File: src/rtl/hzd_pkg.sv
package hzd_pkg;
  typedef enum logic [1:0] {
    FWD_RF  = 2'd0,
    FWD_EXM = 2'd1,
    FWD_MWB = 2'd2
  } fwd_sel_e;
endpackage

File: src/rtl/hzd_match.sv
// Compares one decode source against the producers in execute and memory.
module hzd_match #(
  parameter int REG_AW = 5
) (
  input  logic [REG_AW-1:0] src,
  input  logic              src_use,
  input  logic [REG_AW-1:0] ex_rd,
  input  logic              ex_wen,
  input  logic [REG_AW-1:0] mem_rd,
  input  logic              mem_wen,
  output logic              hit_ex,
  output logic              hit_mem
);
  logic live;
  assign live    = src_use && (src != '0);
  assign hit_ex  = live && ex_wen  && (src == ex_rd);
  assign hit_mem = live && mem_wen && (src == mem_rd);
endmodule

File: src/rtl/hzd_interlock.sv
// Stall and flush decisions, kept apart from the bypass selection.
module hzd_interlock #(
  parameter int NSRC = 2
) (
  input  logic [NSRC-1:0] hit_ex,
  input  logic            ex_load,
  input  logic            ex_taken,
  input  logic            mem_req,
  output logic            load_use,
  output logic            pc_hold,
  output logic            ifid_hold,
  output logic            fetch_bubble,
  output logic            idex_bubble,
  output logic            ifid_flush,
  output logic            idex_flush,
  output logic            pc_redirect
);
  logic stall_lu;

  assign load_use = ex_load && (|hit_ex);
  assign stall_lu = load_use && !ex_taken;

  always_comb begin
    pc_redirect  = ex_taken;
    ifid_flush   = ex_taken;
    idex_flush   = ex_taken;
    ifid_hold    = stall_lu;
    idex_bubble  = stall_lu;
    pc_hold      = !ex_taken && (load_use || mem_req);
    fetch_bubble = !ex_taken && !load_use && mem_req;
  end
endmodule

File: src/rtl/hzd_fwd_reg.sv
// Bypass select chosen in decode, registered for use in execute.
module hzd_fwd_reg
  import hzd_pkg::*;
(
  input  logic     clk,
  input  logic     rst,
  input  logic     kill,
  input  logic     hit_ex,
  input  logic     hit_mem,
  output fwd_sel_e sel
);
  always_ff @(posedge clk) begin
    if (rst || kill)   sel <= FWD_RF;
    else if (hit_ex)   sel <= FWD_EXM;
    else if (hit_mem)  sel <= FWD_MWB;
    else               sel <= FWD_RF;
  end
endmodule

File: src/rtl/hzd_ctrl.sv
module hzd_ctrl
  import hzd_pkg::*;
#(
  parameter int REG_AW = 5
) (
  input  logic              clk,
  input  logic              rst,
  input  logic [REG_AW-1:0] id_rs1,
  input  logic [REG_AW-1:0] id_rs2,
  input  logic              id_use1,
  input  logic              id_use2,
  input  logic [REG_AW-1:0] ex_rd,
  input  logic              ex_wen,
  input  logic              ex_load,
  input  logic              ex_taken,
  input  logic [REG_AW-1:0] mem_rd,
  input  logic              mem_wen,
  input  logic              mem_req,
  output logic [1:0]        fwd_a,
  output logic [1:0]        fwd_b,
  output logic              pc_hold,
  output logic              ifid_hold,
  output logic              fetch_bubble,
  output logic              idex_bubble,
  output logic              ifid_flush,
  output logic              idex_flush,
  output logic              pc_redirect
);
  localparam int NSRC = 2;

  logic [NSRC-1:0][REG_AW-1:0] src;
  logic [NSRC-1:0]             src_use;
  logic [NSRC-1:0]             hit_ex;
  logic [NSRC-1:0]             hit_mem;
  fwd_sel_e                    sel [NSRC];
  logic                        load_use;
  logic                        kill;

  assign src[0]     = id_rs1;
  assign src[1]     = id_rs2;
  assign src_use[0] = id_use1;
  assign src_use[1] = id_use2;

  // A slot that enters execute as a bubble or as flushed carries no bypass.
  assign kill = load_use || ex_taken;

  for (genvar i = 0; i < NSRC; i++) begin : g_src
    hzd_match #(.REG_AW(REG_AW)) u_match (
      .src     (src[i]),
      .src_use (src_use[i]),
      .ex_rd   (ex_rd),
      .ex_wen  (ex_wen),
      .mem_rd  (mem_rd),
      .mem_wen (mem_wen),
      .hit_ex  (hit_ex[i]),
      .hit_mem (hit_mem[i])
    );

    hzd_fwd_reg u_sel (
      .clk     (clk),
      .rst     (rst),
      .kill    (kill),
      .hit_ex  (hit_ex[i]),
      .hit_mem (hit_mem[i]),
      .sel     (sel[i])
    );
  end

  hzd_interlock #(.NSRC(NSRC)) u_lock (
    .hit_ex       (hit_ex),
    .ex_load      (ex_load),
    .ex_taken     (ex_taken),
    .mem_req      (mem_req),
    .load_use     (load_use),
    .pc_hold      (pc_hold),
    .ifid_hold    (ifid_hold),
    .fetch_bubble (fetch_bubble),
    .idex_bubble  (idex_bubble),
    .ifid_flush   (ifid_flush),
    .idex_flush   (idex_flush),
    .pc_redirect  (pc_redirect)
  );

  assign fwd_a = sel[0];
  assign fwd_b = sel[1];
endmodule

File: config.mk
export PLATFORM = sky130hd
export DESIGN_NAME = hzd_ctrl
export DESIGN_NICKNAME = d
export VERILOG_FILES = /design/src/rtl/hzd_pkg.sv /design/src/rtl/hzd_match.sv /design/src/rtl/hzd_interlock.sv /design/src/rtl/hzd_fwd_reg.sv /design/src/rtl/hzd_ctrl.sv
export SDC_FILE = /design/constraint.sdc
export NUM_CORES = 1
export LEC_CHECK = 0
export BUFFER_PORTS_ARGS = -buffer_cell sky130_fd_sc_hd__buf_2
export CORE_AREA = 2 2 39 41
export DETAILED_ROUTE_END_ITERATION = 16
export DIE_AREA = 0 0 41 43
export PLACE_DENSITY = 0.74
export SETUP_SLACK_MARGIN = 0.02
export SLEW_MARGIN = 20
export SYNTH_ARGS = -nofsm -noshare
export SYNTH_HDL_FRONTEND = slang
export SYNTH_SLANG_ARGS = --single-unit
File: constraint.sdc
create_clock -name clk -period 2.35 [get_ports clk]
set_clock_uncertainty 0.1 [all_clocks]
set_input_delay 0.47 -clock clk [delete_from_list [all_inputs] [get_ports clk]]
set_output_delay 0.47 -clock clk [all_outputs]
set_load 0.05 [all_outputs]
==> key figures <==
Outcome
  – Status: complete, but fails checks
  – Failing checks: setup timing

Timing
  – Post-layout minimum cycle time: 2.44 ns
  – Highest achievable clock rate: roughly 410 MHz
  – Min setup slack post-route: -0.0877 ns
  – Total setup violations reported at the end of the flow: 4
  – Setup repair after global routing missed its margin: true
  – Final Cycle Share: 104%
  – Number of max-slew violations in the final report: 0
  – Hold violation total from the final report: 0
  – Transition time at the pin with the least slew margin: roughly 0.24 ns
  – Relative slew margins: 83.8%

Die
  – Core box area: 1380 um^2
  – Overall die height: 43 um
  – Number of rows in the core area: 14
  – Width of the die: 41 um
  – Initial standard-cell utilization of the core: 33.4%
  – # IOs: 40
  – Die area: 1760 um^2

Cells and area
  – Layout net count: 137
  – Top register by number of flip-flops: g_src.u_sel.sel
  – Area grow syn2layout: 87.5%
  – Post-Layout Cell Count: 122
  – Biggest registers after layout: g_src.u_sel.sel: 4 flops
  – Fraction of layout cells with a size suffix above 1: about 63%
  – Non-Filler Cell Area, Final: around 870 um^2
  – Count of antenna diodes in the layout: 0
  – Largest register FFs: 4

Synthesis
  – Post-synthesis cell type count: 20
  – Cell type contributing the most total cell area after synthesis: xnor2_1
  – Netlist area before placement: 462 um^2
  – Syn_area_per_cell: 8.55 um^2
  – Top-area cell type share of the netlist area: 34.1%
  – Most area-consuming cells after synthesis: xnor2_1 (34%), dfxtp_1 (17%), buf_4 (6.5%), nor3_2 (4.3%), nand4_1 (4.1%)
  – Yosys warning count: 0
  – FF+latch count, synth: 4
  – Number of nets produced by synthesis: 83
  – Share of the yosys chip area belonging to registers: between 10% and 20%
  – Number of cells produced by synthesis: 54

Clocking
  – Register clock-pin slew on the reported worst setup and hold paths: ~0.030 ns
  – Number of buffers between clock root and the deepest sink: 2
  – H-tree depth: 1
  – Number of buffers added by the clock tree synthesis step: 3
  – Sinks on Clock Net: 4
  – Clock tree from TritonCTS: yes
  – Root Buffer Master: clkbuf_4

Route
  – Routed WL: 1.41 mm
  – Mean routed wirelength per cell: approximately 12 um
  – Number of DRC violations after detailed routing: 0
  – Number of detailed-route iterations in the first pass: 4
  – Initial DRC Count: 4
  – DRT antenna net count: 0
  – Vias per cell: 4.78
  – Number of vias after detailed routing: 583

Worst setup path
  – Startpoint of the most critical setup path: id_rs1[2]
  – Worst EP arrival: between 1.5 and 2 ns
  – Startpoint type of the worst setup path: input port
  – Element type at the critical path end: primary output
  – Category of the most critical setup path: input port to primary output
  – Worst Path Required: 1.78 ns
  – Highest net fanout along the worst path: 2

Global routing
  – Largest net degree at the start of global routing: 8
  – All-Layer GR Usage: between 10% and 20%
  – Final global-route overflow total: 0
  – Global-route wire length before repair: 1.94 mm
  – Initial antenna violation count: 0
  – Via count of the first global-routing pass: 526

Hold path
  – Cell depth of the worst min-delay path: 2
  – Min-delay src: ex_load
  – Min-delay worst type: input port to flip-flop

Placement
  – DP Area: 731 um^2
  – Post-DP HPWL: 1.15 mm
  – # placed instances: ~120
  – Final GP Congestion: 0.735
  – Count of input and output buffers: 39

Power and ir drop
  – Power per unit of standard cell area: ~330 nW/um^2
  – Sw Ratio: ~33%
  – Net Switching: 0.0924 mW
  – Static leakage: approximately 0.41 nW
  – Int Pwr: 0.191 mW
  – Relative contribution of combinational cells to total power: 46.9%
  – Worst VDD drop: 0.191 mV
  – Power share of the sequential group: 24.1%
  – Clock share of power: 29.0%

Flow run
  – Total of max-cap violations: 0
power by group through the flow:
stage                     Sequential, mW  Clock, mW  Combinational [mW]
after detailed placement          0.0695          0               0.118
after floorplan                   0.0700          0              0.0629
after global routing              0.0684     0.0883               0.144
after global placement            0.0695          0               0.116
final                             0.0685     0.0823               0.133
after CTS                         0.0684     0.0864               0.126
layout make-up:
type / instances / area [um^2]
Clock buffer: 3 / 22.5
Fill cell: 127 / 518
Inverter: 1 / 3.75
Multi-Input combinational cell: 45 / 395
Sequential cell: 4 / 80.1
Tap cell: 16 / 20.0
Timing Repair Buffer: 53 / 344
layout by cell type (no fill, tap or decap), drive strengths merged:
| cell | Yosys | layout |
|---|---|---|
| a21oi | 1 | 1 |
| a211oi | 2 | 2 |
| nand3 | 1 | 1 |
| clkbuf | 0 | 3 |
| o21ai | 3 | 3 |
| nand2 | 4 | 4 |
| inv | 1 | 1 |
| nor3 | 2 | 2 |
| nor2 | 2 | 2 |
| or4 | 3 | 3 |
| nor4 | 1 | 1 |
| dfxtp | 4 | 4 |
| buf | 4 | 53 |
| and3b | 2 | 2 |
| nor3b | 1 | 1 |
| xor2 | 2 | 2 |
| nand4 | 3 | 3 |
| xnor2 | 18 | 18 |
per-layer routing:
metal | GRT usage [%] | wire length (um)
met1 | 15.7 | 452
met2 | 30.0 | 814
met3 | 1.57 | 134
met4 | 8.00 | 4
met5 | 0 | 0
worst max-delay path, stage by stage:
cell     delay (ns)
buf_6          0.09
or4_4          0.54
o21ai_4        0.17
nor3_4         0.05
o21ai_2        0.15
nor3b_4        0.20
buf_6          0.18
path summary, 6_finish.rpt:
path | to | slack, ns
setup / recovery | fetch_bubble | -0.09
hold / removal | g_src[0].u_sel.sel[1] | 0.40
synthesized netlist by cell type:
master and count:
or4_4 1, nand2_1 4, o21ai_1 1, xnor2_1 18, nor2_1 2, a21oi_1 1, a211oi_1 2, inv_1 1
and3b_1 1, nor3_2 2, xor2_1 2, or4_1 2, nand4_1 3, buf_4 4, nand3_1 1, and3b_2 1
o21ai_2 2, dfxtp_1 4, nor3b_2 1, nor4_1 1
through the flow:
| stage | utilization [%] | hold slack [ns] | worst slack, ns | power (mW) | setup TNS [ns] |
|---|---|---|---|---|---|
| 2_1_floorplan | - | 0.462 | -0.129 | 0.133 | -0.274 |
| 3_3_place_gp | 52.8 | 0.622 | -0.163 | 0.185 | -0.427 |
| 3_5_place_dp | 52.8 | 0.628 | -0.205 | 0.188 | -0.540 |
| 4_1_cts | 59.0 | 0.385 | -0.103 | 0.281 | -0.265 |
| 5_1_grt | 62.6 | 0.420 | -0.172 | 0.300 | -0.533 |
| 6_report | 62.6 | 0.400 | -0.0877 | 0.284 | -0.189 |
logic make-up after synthesis:
| kind of cell | synth area share, % |
|---|---|
| AOI/OAI and AO/OA | 9.21 |
| xor gates and xnor gates | 37.9 |
| buffers and inverters | 7.32 |
| DFF | 17.3 |
| and+or+nand+nor | 28.2 |
repair_timing:
item / 4_1_cts / 5_1_grt
resized for setup: 12 / 6
hold endpoints to repair: 0 / 0
pin swaps: 7 / 4
buffers inserted: 2 / 2
hold buffers: 0 / 0
endpoints found under the setup margin: 4 / 4
Power figures use the tool's default switching activity.
